$ cat src/rtl/dcm_pkg.sv
package dcm_pkg;
  typedef enum logic [2:0] {
    SEL_TAG      = 3'd0,
    SEL_LINE_INV = 3'd1,
    SEL_LINE_WB  = 3'd2,
    SEL_ALL_INV  = 3'd3,
    SEL_ALL_WB   = 3'd4
  } sel_e;

  typedef enum logic [2:0] {
    S_IDLE,
    S_TAG,
    S_CMD,
    S_ALL,
    S_WAIT
  } state_e;
endpackage

$ cat src/rtl/dcm_range_calc.sv
module dcm_range_calc #(
  parameter int ADDR_W     = 32,
  parameter int SIZE_W     = 16,
  parameter int LINE_BYTES = 32,
  localparam int LSB       = $clog2(LINE_BYTES),
  localparam int SUM_W     = SIZE_W + 2,
  localparam int CNT_W     = SUM_W - LSB
) (
  input  logic [ADDR_W-1:0] addr_i,
  input  logic [SIZE_W-1:0] size_i,
  output logic [ADDR_W-1:0] base_o,
  output logic [CNT_W-1:0]  count_o,
  output logic              zero_o
);
  logic [SUM_W-1:0] sum;

  assign base_o = {addr_i[ADDR_W-1:LSB], {LSB{1'b0}}};
  // offset folded into size, then rounded up to whole lines
  assign sum = {2'b00, size_i} + {{(SUM_W-LSB){1'b0}}, addr_i[LSB-1:0]}
             + SUM_W'(LINE_BYTES - 1);
  assign zero_o  = (size_i == '0);
  assign count_o = zero_o ? '0 : sum[SUM_W-1:LSB];
endmodule

$ cat src/rtl/dcm_line_walker.sv
module dcm_line_walker #(
  parameter int ADDR_W     = 32,
  parameter int CNT_W      = 13,
  parameter int LINE_BYTES = 32
) (
  input  logic              clk_i,
  input  logic              rst_ni,
  input  logic              load_i,
  input  logic              step_i,
  input  logic [ADDR_W-1:0] base_i,
  input  logic [CNT_W-1:0]  count_i,
  output logic [ADDR_W-1:0] addr_o,
  output logic              last_o
);
  logic [ADDR_W-1:0] addr_q;
  logic [CNT_W-1:0]  rem_q;

  always_ff @(posedge clk_i or negedge rst_ni) begin
    if (!rst_ni) begin
      addr_q <= '0;
      rem_q  <= '0;
    end else if (load_i) begin
      addr_q <= base_i;
      rem_q  <= count_i;
    end else if (step_i) begin
      addr_q <= addr_q + ADDR_W'(LINE_BYTES);
      rem_q  <= rem_q - 1'b1;
    end
  end

  assign addr_o = addr_q;
  assign last_o = (rem_q == CNT_W'(1));

  // never walk beyond the counted lines
  a_r6_step_in_range: assert property (@(posedge clk_i) disable iff (!rst_ni)
    step_i |-> (rem_q != '0));
  a_r6_load_step_excl: assert property (@(posedge clk_i) disable iff (!rst_ni)
    !(load_i && step_i));
endmodule

$ cat src/rtl/dcm_seq_ctrl.sv
module dcm_seq_ctrl #(
  parameter int ADDR_W    = 32,
  parameter bit TAG_FIRST = 1'b1
) (
  input  logic              clk_i,
  input  logic              rst_ni,
  input  logic              req_valid_i,
  input  logic              req_all_i,
  input  logic [1:0]        req_op_i,
  input  logic              cnt_zero_i,
  input  logic              flush_busy_i,
  input  logic              last_i,
  input  logic [ADDR_W-1:0] line_addr_i,
  output logic              req_ready_o,
  output logic              load_o,
  output logic              step_o,
  output logic              wr_en_o,
  output logic [2:0]        wr_sel_o,
  output logic [ADDR_W-1:0] wr_data_o,
  output logic              inv_mode_o,
  output logic              done_o
);
  import dcm_pkg::*;

  localparam state_e LINE_START = TAG_FIRST ? S_TAG : S_CMD;

  state_e     state_q, state_d;
  logic [1:0] op_q, op_d;
  logic       mode_q, mode_d;
  logic       done_q, done_d;
  logic       accept, has_work;

  assign accept   = req_valid_i && (state_q == S_IDLE);
  assign has_work = (req_op_i != 2'b00) && (req_all_i || !cnt_zero_i);

  always_comb begin
    state_d = state_q;
    op_d    = op_q;
    mode_d  = mode_q;
    done_d  = 1'b0;
    load_o  = 1'b0;
    step_o  = 1'b0;
    unique case (state_q)
      S_IDLE: if (accept) begin
        if (!has_work) begin
          done_d = 1'b1;
        end else begin
          op_d    = req_op_i;
          mode_d  = (req_op_i == 2'b11);
          load_o  = !req_all_i;
          state_d = req_all_i ? S_ALL : LINE_START;
        end
      end
      S_TAG: state_d = S_CMD;
      S_CMD, S_ALL: begin
        step_o = (state_q == S_CMD);
        if (state_q == S_ALL || last_i) begin
          if (op_q[1]) begin
            state_d = S_WAIT;
          end else begin
            state_d = S_IDLE;
            mode_d  = 1'b0;
            done_d  = 1'b1;
          end
        end else begin
          state_d = LINE_START;
        end
      end
      S_WAIT: if (!flush_busy_i) begin
        state_d = S_IDLE;
        mode_d  = 1'b0;
        done_d  = 1'b1;
      end
      default: state_d = S_IDLE;
    endcase
  end

  always_ff @(posedge clk_i or negedge rst_ni) begin
    if (!rst_ni) begin
      state_q <= S_IDLE;
      op_q    <= 2'b00;
      mode_q  <= 1'b0;
      done_q  <= 1'b0;
    end else begin
      state_q <= state_d;
      op_q    <= op_d;
      mode_q  <= mode_d;
      done_q  <= done_d;
    end
  end

  always_comb begin
    wr_en_o   = 1'b0;
    wr_sel_o  = SEL_TAG;
    wr_data_o = line_addr_i;
    unique case (state_q)
      S_TAG: wr_en_o = 1'b1;
      S_CMD: begin
        wr_en_o  = 1'b1;
        wr_sel_o = op_q[0] ? SEL_LINE_INV : SEL_LINE_WB;
      end
      S_ALL: begin
        wr_en_o   = 1'b1;
        wr_sel_o  = op_q[0] ? SEL_ALL_INV : SEL_ALL_WB;
        wr_data_o = ADDR_W'(1);
      end
      default: ;
    endcase
  end

  assign req_ready_o = (state_q == S_IDLE);
  assign inv_mode_o  = mode_q;
  assign done_o      = done_q;

  // sub-mode already restored when completion is reported
  a_r4_mode_clear_at_done: assert property (@(posedge clk_i) disable iff (!rst_ni)
    done_o |-> !inv_mode_o);
  a_r4_mode_only_active: assert property (@(posedge clk_i) disable iff (!rst_ni)
    inv_mode_o |-> !req_ready_o);
  // no completion while the cache still reports a flush
  a_r8_hold_while_busy: assert property (@(posedge clk_i) disable iff (!rst_ni)
    (state_q == S_WAIT && flush_busy_i) |=> !done_o);
  // completion only reported from idle
  a_r12_done_idle: assert property (@(posedge clk_i) disable iff (!rst_ni)
    done_o |-> req_ready_o);
  // write-back-only never drives an invalidate select
  a_r3_wb_select: assert property (@(posedge clk_i) disable iff (!rst_ni)
    (wr_en_o && op_q == 2'b10) |-> (wr_sel_o != SEL_LINE_INV && wr_sel_o != SEL_ALL_INV));
endmodule

$ cat src/rtl/dc_range_seq.sv
module dc_range_seq #(
  parameter int ADDR_W     = 32,
  parameter int SIZE_W     = 16,
  parameter int LINE_BYTES = 32,
  parameter bit TAG_FIRST  = 1'b1
) (
  input  logic              clk_i,
  input  logic              rst_ni,
  input  logic              req_valid_i,
  output logic              req_ready_o,
  input  logic              req_all_i,
  input  logic [1:0]        req_op_i,
  input  logic [ADDR_W-1:0] req_addr_i,
  input  logic [SIZE_W-1:0] req_size_i,
  output logic              wr_en_o,
  output logic [2:0]        wr_sel_o,
  output logic [ADDR_W-1:0] wr_data_o,
  output logic              inv_mode_o,
  input  logic              flush_busy_i,
  output logic              done_o
);
  import dcm_pkg::*;

  localparam int LSB   = $clog2(LINE_BYTES);
  localparam int CNT_W = SIZE_W + 2 - LSB;

  logic [ADDR_W-1:0] base, line_addr;
  logic [CNT_W-1:0]  count;
  logic              cnt_zero, load, step, last;

  dcm_range_calc #(.ADDR_W(ADDR_W), .SIZE_W(SIZE_W), .LINE_BYTES(LINE_BYTES)) u_calc (
    .addr_i (req_addr_i),
    .size_i (req_size_i),
    .base_o (base),
    .count_o(count),
    .zero_o (cnt_zero)
  );

  dcm_line_walker #(.ADDR_W(ADDR_W), .CNT_W(CNT_W), .LINE_BYTES(LINE_BYTES)) u_walk (
    .clk_i  (clk_i),
    .rst_ni (rst_ni),
    .load_i (load),
    .step_i (step),
    .base_i (base),
    .count_i(count),
    .addr_o (line_addr),
    .last_o (last)
  );

  dcm_seq_ctrl #(.ADDR_W(ADDR_W), .TAG_FIRST(TAG_FIRST)) u_ctrl (
    .clk_i       (clk_i),
    .rst_ni      (rst_ni),
    .req_valid_i (req_valid_i),
    .req_all_i   (req_all_i),
    .req_op_i    (req_op_i),
    .cnt_zero_i  (cnt_zero),
    .flush_busy_i(flush_busy_i),
    .last_i      (last),
    .line_addr_i (line_addr),
    .req_ready_o (req_ready_o),
    .load_o      (load),
    .step_o      (step),
    .wr_en_o     (wr_en_o),
    .wr_sel_o    (wr_sel_o),
    .wr_data_o   (wr_data_o),
    .inv_mode_o  (inv_mode_o),
    .done_o      (done_o)
  );

  generate
    if (TAG_FIRST) begin : g_tag_chk
      // a tag write is always followed by its line command, same address
      a_r7_tag_then_cmd: assert property (@(posedge clk_i) disable iff (!rst_ni)
        (wr_en_o && wr_sel_o == SEL_TAG) |=>
          (wr_en_o && (wr_sel_o == SEL_LINE_INV || wr_sel_o == SEL_LINE_WB)
           && $stable(wr_data_o)));
    end else begin : g_no_tag_chk
      a_r7_no_tag: assert property (@(posedge clk_i) disable iff (!rst_ni)
        wr_en_o |-> (wr_sel_o != SEL_TAG));
    end
  endgenerate
endmodule

$ cat config.mk
export PLATFORM = sky130hd
export DESIGN_NAME = dc_range_seq
export DESIGN_NICKNAME = d
export VERILOG_FILES = /design/src/rtl/dcm_pkg.sv /design/src/rtl/dcm_range_calc.sv /design/src/rtl/dcm_line_walker.sv /design/src/rtl/dcm_seq_ctrl.sv /design/src/rtl/dc_range_seq.sv
export SDC_FILE = /design/constraint.sdc
export NUM_CORES = 1
export LEC_CHECK = 0
export BUFFER_PORTS_ARGS = -buffer_cell sky130_fd_sc_hd__buf_2
export CAP_MARGIN = 20
export CORE_ASPECT_RATIO = 1.1
export CORE_MARGIN = 4
export CORE_UTILIZATION = 45
export DETAILED_ROUTE_END_ITERATION = 6
export GPL_TIMING_DRIVEN = 1
export PLACE_DENSITY = 0.69
export RECOVER_POWER = 100
export SETUP_SLACK_MARGIN = 0.3
export SLEW_MARGIN = 20
export SYNTH_ARGS = -nofsm -noshare
export SYNTH_HDL_FRONTEND = slang
export SYNTH_HIERARCHICAL = 1
export SYNTH_SLANG_ARGS = --single-unit
$ cat constraint.sdc
create_clock -name clk_i -period 3.24 [get_ports clk_i]
set_input_delay 0.324 -clock clk_i [delete_from_list [all_inputs] [get_ports clk_i]]
set_output_delay 0.324 -clock clk_i [all_outputs]
set_load 0.005 [all_outputs]
==> summary.txt, run 1 <==
Run status
  • Outcome: complete, but fails checks
  • Failing checks: capacitance limit, slew limit

Finish
  • Ant. Diodes: 0
  • Fin nets: 572
  • Area added between synthesis and finish: 9.45%
  • Final Util: 50.6%
  • Final Instance Count excl. Fillers: 617
  • Cell area after layout: 0.00423 mm^2
  • Fraction of layout cells with a size suffix above 1: 23.1%
  • Filler cell count: 849

Detailed routing
  • Residual DRC: 0
  • Routed WL: 8570 um
  • DR WL/cell: 13.9 um
  • Vias per cell: 5.25
  • Pre-Repair DR Iteration Count: 4
  • Total number of vias: 3237
  • DRT iter0 DRCs: 145
  • Antenna viol nets, final: 0

Yosys
  • FF+latch count, synth: 52
  • Avg Cell Area, Syn: 8.63 um^2
  • Number of synthesis warnings: 6
  • Top post-synthesis cells by area: dfrtp_1 (34%), buf_4 (6.8%), xnor2_1 (5.2%)
  • Number of library cell types mapped by synthesis: 52
  • Syn Std Cell Area: 0.00387 mm^2
  • Yosys top cell area share: 33.6%
  • Synth Flop Type: dfrtp_1
  • Number of enable flip-flop cells after synthesis: 0
  • Largest area contributor in the netlist: dfrtp_1
  • Mapped Cells: 448
  • Seq/Total Area, Yosys: 33.6%
  • Ys async rst share: 100%

STA
  • Post-route setup TNS: 0 ps
  • Period utilisation layout: 80.5%
  • RSZ-0062 raised after global routing: false
  • FMAX: 383 MHz
  • Hold Worst Slack: 216 ps
  • Final WS setup: 631 ps
  • Tmin final: 2610 ps
  • Final hold violations: 0
  • Clk_skew: 14.9 ps
  • Normalized max-slew margin: -14.8%
  • Worst-margin pin slew: 1720 ps
  • Fin. max-slew vios: 33
  • Final setup violation count: 0

Pwr
  • Leak Pwr: 1.76 nW
  • Clock Power Share: 14.1%
  • Power, Total: 3.25 mW
  • Internal: 1.93 mW
  • Power share of the combinational group: 44.5%
  • Max VDD drop: 0.291 mV
  • Net Sw Frac: 40.5%
  • Pwr dens: 767 mW/mm^2
  • Register share of total power: 41.4%
  • NetSw: 1.32 mW

Floorplan
  • CORE AREA: 0.00836 mm^2
  • Starting density of the core: 46.2%
  • Die Footprint: 0.0101 mm^2
  • FP Rows: 35
  • IO Count: 94
  • Die Height: 105 um
  • Die W: 96.4 um

Clock tree
  • Num Clock Sinks: 52
  • CTS root buf: clkbuf_8
  • CTS buffer count: 5
  • PostCTS Resize Cnt: 0
  • Hold_buf cts: 0
  • CTS tree: built
  • Reg clk slew, reported paths: 110 ps
  • H-tree depth: 2
  • Clk buf depth: 2
  • Setup Buffers After CTS: 0
  • Clk_lat worst skew: 310 ps

GRT
  • GRT Total Usage: 17.1%
  • Grt ovf: 0
  • Largest net degree at the start of global routing: 50
  • Number of global-route vias before repair: 3157
  • First-pass GRT wire length: 14200 um
  • Initial antenna violation count: 0

Placement
  • Placed cell count: 609
  • Pre-CTS setup slack: 658 ps
  • Port bufs: 93
  • Placed Area: 0.00418 mm^2
  • Routability Congestion: 0.869
  • Post-DP HPWL: 6560 um

Critical path
  • CP Max Fanout: 14
  • RR Startpoint: u_ctrl/state_q[2]
  • Worst Setup SP: u_ctrl/state_q[2]
  • CP required: 3470 ps
  • CP startpoint kind: flip-flop
  • Critical setup path kind: flip-flop to flip-flop
  • Critical path endpoint category: flip-flop
  • Worst path arrival time: 2830 ps

Hold path
  • Hold Path Class: input pin to flip-flop
  • Min-Delay Startpoint: req_addr_i[20]

Job
  • MaxCap Viol Count: 1
## metal layers
layer  up-vias  global-route usage (%)  share of wire, %
met4         0                    3.41              0.67
met2        75                    29.3                49
li1       1621                       -                 -
met5         -                       0                 0
met1      1537                    22.4                45
met3         4                    2.86               5.3
## synth_stat cells, types with 3 or more instances
cell	count
a21oi_1	4
a31oi_1	10
and2_1	32
and3_1	3
and4_1	3
buf_2	3
buf_4	35
buf_6	3
clkbuf_1	12
dfrtp_1	52
ha_1	12
inv_1	24
mux2_2	8
nand2_1	45
nand2b_1	5
nand3_1	16
nand4_1	9
nor2_1	30
nor2b_1	3
nor3_1	6
nor3_2	4
nor4_1	8
nor4_2	3
o211ai_1	3
o21ai_0	20
o21ai_1	9
o31ai_1	9
or4_1	12
xnor2_1	23
xor2_1	12
## critical path: stages, from the launching register on
cell and delay, ps:
dfrtp_1 490, nand2b_1 290, nor2_1 380, and3_1 300, nand3_1 360, or4_1 530
a31oi_1 180
## worst paths after layout
kind | endpoint | slack [ps] | cells past startpoint
setup / recovery | u_walk/addr_o[26] | 630 | 6
hold / removal | u_walk/addr_o[20] | 220 | 3
setup reg to reg | u_walk/addr_o[26] | 630 | 6
hold reg to reg | u_walk/addr_o[3] | 510 | 1
max in group asynchronous | u_walk/rem_q[5] | 1010 | 2
min in group asynchronous | u_walk/addr_o[25] | 450 | 1
## cell usage in the layout, fill, tap and decap left out, types with 10 or more instances in the layout
cell,netlist,final
nand2_1,45,45
buf_2,3,80
xnor2_1,23,23
and2_0,0,15
nand3_1,16,17
dfrtp_1,52,52
xor2_1,12,12
and2_1,32,18
or4_1,12,13
clkbuf_1,12,16
nor2_1,30,31
o21ai_0,20,26
inv_1,24,24
a31oi_1,10,10
ha_1,12,12
## cell type report
cell class                 count  area, um^2  area share [%]
timing repair buffer          98         477            11.3
clock inverter                 2        38.8           0.916
sequential                    52        1300            30.7
clock buffer                   6        72.6            1.71
multi-input combinational    324        2110            50.0
inverter                      24        90.1            2.13
tap                          111         139            3.28
## state kept, by name, indices dropped and copies added (netlist names)
register,count
u_walk/rem_q,13
u_ctrl/inv_mode_o,1
u_ctrl/done_o,1
u_ctrl/op_q,2
u_walk/addr_o,32
u_ctrl/state_q,3
## power groups by stage
stage	Combinational, mW	Clock (mW)	Sequential (mW)
after floorplan	1.10	0	1.24
after global placement	1.48	0	1.34
after detailed placement	1.52	0	1.36
after CTS	1.53	0.466	1.35
after global routing	1.65	0.489	1.40
final	1.44	0.459	1.34
## cells by family (layout without fill, tap and decap cells)
family	after synthesis	in the layout	share of synthesized area, %
simple gates	194	194	28.6
compound gates	64	64	10.4
mux	13	13	3.91
fa+ha+maj	12	12	3.88
other cells	1	6	0.0970
xor+xnor	35	35	7.93
buf+inv	77	130	11.5
flops	52	52	33.6
(Power assumes the default switching activity.)
==> run 2: changes to the inputs <==
--- a/config.mk
+++ b/config.mk
@@ -5,6 +5,7 @@
 export SDC_FILE = /design/constraint.sdc
 export NUM_CORES = 1
 export LEC_CHECK = 0
+export ABC_AREA = 1
 export BUFFER_PORTS_ARGS = -buffer_cell sky130_fd_sc_hd__buf_2
 export CAP_MARGIN = 20
 export CORE_ASPECT_RATIO = 1.1
@@ -12,7 +13,7 @@
 export CORE_UTILIZATION = 45
 export DETAILED_ROUTE_END_ITERATION = 6
 export GPL_TIMING_DRIVEN = 1
-export PLACE_DENSITY = 0.69
+export PLACE_DENSITY = 0.7
 export RECOVER_POWER = 100
 export SETUP_SLACK_MARGIN = 0.3
 export SLEW_MARGIN = 20
==> constraint.sdc (replaced) <==
create_clock -name clk_i -period 2.3 [get_ports clk_i]
set_input_delay 0.23 -clock clk_i [delete_from_list [all_inputs] [get_ports clk_i]]
set_output_delay 0.23 -clock clk_i [all_outputs]
set_load 0.005 [all_outputs]
==> run 2 against run 1 <==
  * Global-route usage increased by 3.4 points
  * Critical path type unchanged
  * Core utilization increased by 1.4 points
  * Critical path depth increased by 5
  * Wire length increased by 40%
  * Hold slack got worse by 74 ps
  * Synthesized area increased by 19%
  * The flow now finishes without violations
==> summary.txt, run 2 <==
GRT
  • Number of global-route vias before repair: 4466 (+41%)
  • GRT Total Usage: 20.5% (+3.4 points)
  • Largest net degree at the start of global routing: 35 (-30%)
  • Grt ovf: 0 (unchanged)
  • First-pass GRT wire length: 20200 um (+42%)
  • Initial antenna violation count: 0 (unchanged)

Yosys
  • Top post-synthesis cells by area: dfrtp_1 (28%), nand2_1 (17%), inv_1 (9.3%)
  • Synth Flop Type: dfrtp_1
  • Number of library cell types mapped by synthesis: 35 (-33%)
  • FF+latch count, synth: 52 (unchanged)
  • Post-Synth XOR/XNOR Area: 3.82% (-4.1 points)
  • Most frequent cell after synthesis: nand2_1
  • Simple-gate share of the synthesized area: 38.8% (+10 points)
  • Mapped Cells: 724 (+62%)
  • Largest area contributor in the netlist: dfrtp_1
  • Main combinational cell family by area after synthesis: simple AND/OR/NAND/NOR gates
  • Number of enable flip-flop cells after synthesis: 0 (unchanged)
  • Most frequent cells after synthesis: nand2_1 (211), inv_1 (114), nor2_1 (102)
  • Seq/Total Area, Yosys: 28.4% (-5.3 points)
  • Adder-Cell Fraction of Synth Area: 3.27% (-0.61 points)
  • Ys async rst share: 100% (unchanged)
  • Avg Cell Area, Syn: 6.33 um^2 (-27%)
  • Synth Area in Compound Gates: 8.32% (-2.1 points)
  • Portion of netlist area occupied by mux cells: 0% (-3.9 points)
  • Yosys top cell area share: 28.4% (-5.3 points)
  • Number of synthesis warnings: 6 (unchanged)
  • Syn Std Cell Area: 0.00459 mm^2 (+19%)

Floorplan
  • Die Height: 114 um (+8.2%)
  • Die Footprint: 0.0119 mm^2 (+17%)
  • IO Count: 94 (unchanged)
  • Die W: 104 um (+8.2%)
  • Starting density of the core: 46.4% (+0.13 points)
  • CORE AREA: 0.00989 mm^2 (+18%)
  • FP Rows: 38 (+8.6%)

Job
  • MaxCap Viol Count: 0 (-1)

Finish
  • Final Util: 52.0% (+1.4 points)
  • Fin nets: 864 (+51%)
  • Largest register FFs: 32 (unchanged)
  • Fraction of layout cells with a size suffix above 1: 16.2% (-7.0 points)
  • Leading cell type in the layout, fill and taps excluded: nand2_1
  • Ant. Diodes: 0 (unchanged)
  • Filler cell count: 1057 (+24%)
  • Area added between synthesis and finish: 12.1%
  • Most frequent cells in the layout: nand2_1 (212), inv_1 (115), nor2_1 (103)
  • Cell area after layout: 0.00514 mm^2 (+21%)

STA
  • Final setup violation count: 0 (unchanged)
  • RSZ-0062 raised after global routing: true
  • Clk_skew: 12.3 ps (-2.64 ps)
  • Normalized max-slew margin: 2.68% (+18 points)
  • Final hold violations: 0 (unchanged)
  • Hold Worst Slack: 142 ps (-74.3 ps)
  • Fin. max-slew vios: 0 (-100%)
  • Period utilisation layout: 88.3% (+7.8 points)
  • Post-route setup TNS: 0 ps (unchanged)
  • Worst-margin pin slew: 1460 ps (-263 ps)
  • Tmin final: 2030 ps (-578 ps)
  • FMAX: 493 MHz (+28%)

Critical path
  • Critical-path top delay cell: dfrtp_1
  • Critical path endpoint category: flip-flop
  • Critical setup path kind: flip-flop to flip-flop
  • CP Max Fanout: 15 (+1)
  • WP buf/inv: 5 (+5)
  • Worst path arrival time: 2210 ps (-620 ps)
  • Crit path top cell by count: nor2_4
  • CP required: 2480 ps (-990 ps)
  • CP startpoint kind: flip-flop
  • Crit-path cells: inv_1 -> nand2_1 -> nor2_4 -> inv_2 -> nor2_4 -> inv_2 -> nor2_4 -> nor2_1 -> buf_4 -> inv_1 -> o221ai_1
  • CP delay by family, top: simple AND/OR/NAND/NOR gates
  • CP peak stage delay: 410 ps (-120 ps)

Clock tree
  • Reg clk slew, reported paths: 100 ps (about the same)
  • CTS buffer count: 5 (unchanged)
  • Clk buf depth: 2 (unchanged)
  • CTS root buf: clkbuf_8
  • Num Clock Sinks: 52 (unchanged)
  • Clk_lat worst skew: 310 ps (about the same)
  • H-tree depth: 2 (unchanged)
  • CTS tree: built

Pwr
  • Leak Pwr: 2.72 nW (+54%)
  • Max VDD drop: 0.524 mV (+80%)
  • Pwr dens: 989 mW/mm^2 (+29%)

Detailed routing
  • Vias per cell: 4.97 (-5.2%)
  • Antenna viol nets, final: 0 (unchanged)
  • DRT iter0 DRCs: 207 (+43%)
  • Total number of vias: 4564 (+41%)
  • Routed WL: 12000 um (+40%)
  • Pre-Repair DR Iteration Count: 6 (+2)
  • DR WL/cell: 13.1 um (-5.9%)
  • Residual DRC: 0 (unchanged)

Hold path
  • Hold Path Class: input pin to flip-flop

Placement
  • Port bufs: 93 (unchanged)
  • Placed Area: 0.00498 mm^2 (+19%)
  • Routability Congestion: 0.932 (+7.2%)
  • Post-DP HPWL: 9510 um (+45%)

Run status
  • Outcome: finished, final reports clean
run 2: layout make-up:
class	count	area [um^2]	area share [%]
repair buffers	110	607	11.8
multi-input cells	505	2520	49.1
flip-flops and latches	52	1300	25.3
inverters	123	465	9.06
well taps	120	150	2.92
clock inverters	1	7.51	0.146
clock buffers	7	86.3	1.68
run 2: metrics by stage:
| stage | setup slack, ps | power, mW | cells |
|---|---|---|---|
| 4_1_cts | 329 | 5.07 | 911 |
| 3_3_place_gp | 177 | 4.42 | 902 |
| 5_1_grt | 145 | 5.58 | 918 |
| 3_5_place_dp | 145 | 4.49 | 902 |
| 6_report | 270 | 5.08 | 918 |
| 2_1_floorplan | 432 | 3.61 | 729 |
run 2: per-layer routing:
| metal | global-route usage (%) | vias to the layer above | part of all wire, % |
|---|---|---|---|
| met3 | 2.94 | 22 | 5.3 |
| li1 | - | 2339 | - |
| met4 | 6.91 | 0 | 2.0 |
| met2 | 37.9 | 125 | 51 |
| met5 | 0 | - | 0 |
| met1 | 24.4 | 2078 | 41 |
run 2: report_power, final:
group	leakage (nW)	total, mW	internal, mW	switching (mW)
Sequential	0.659	1.80	1.31	0.488
Clock	0.0445	0.563	0.246	0.318
Combinational	2.01	2.72	1.11	1.61
Total	2.72	5.08	2.66	2.42
run 2: logic make-up after synthesis:
logic type | after synthesis
compound gates | 56
other cells | 1
simple gates | 411
flops | 52
xor+xnor | 20
fa+ha+maj | 12
buf+inv | 172
run 2: final timing paths:
kind / startpoint / endpoint / slack (ps) / cells after the start
max in group asynchronous: rst_ni / u_walk/rem_q[4] / 640 / 2
min in group asynchronous: rst_ni / u_walk/addr_o[17] / 790 / 2
max: u_ctrl/state_q[0] / u_walk/rem_q[1] / 270 / 11
min: req_addr_i[16] / u_walk/addr_o[16] / 140 / 3
max reg2reg: u_ctrl/state_q[0] / u_walk/rem_q[1] / 270 / 11
min reg2reg: u_walk/addr_o[0] / u_walk/addr_o[0] / 480 / 2
run 2: what timing repair did:
item                                    in CTS  in global routing
buffers inserted                             0                  7
gates resized for setup                      0                 14
endpoints found under the setup margin       0                 39
hold buffers                                 1                  0
hold endpoints to repair                    24                  0
run 2: worst min-delay path, delay by kind of cell:
kind                   cells  cell delay (ps)
buffers and inverters      1               80
and+or+nand+nor            2              120
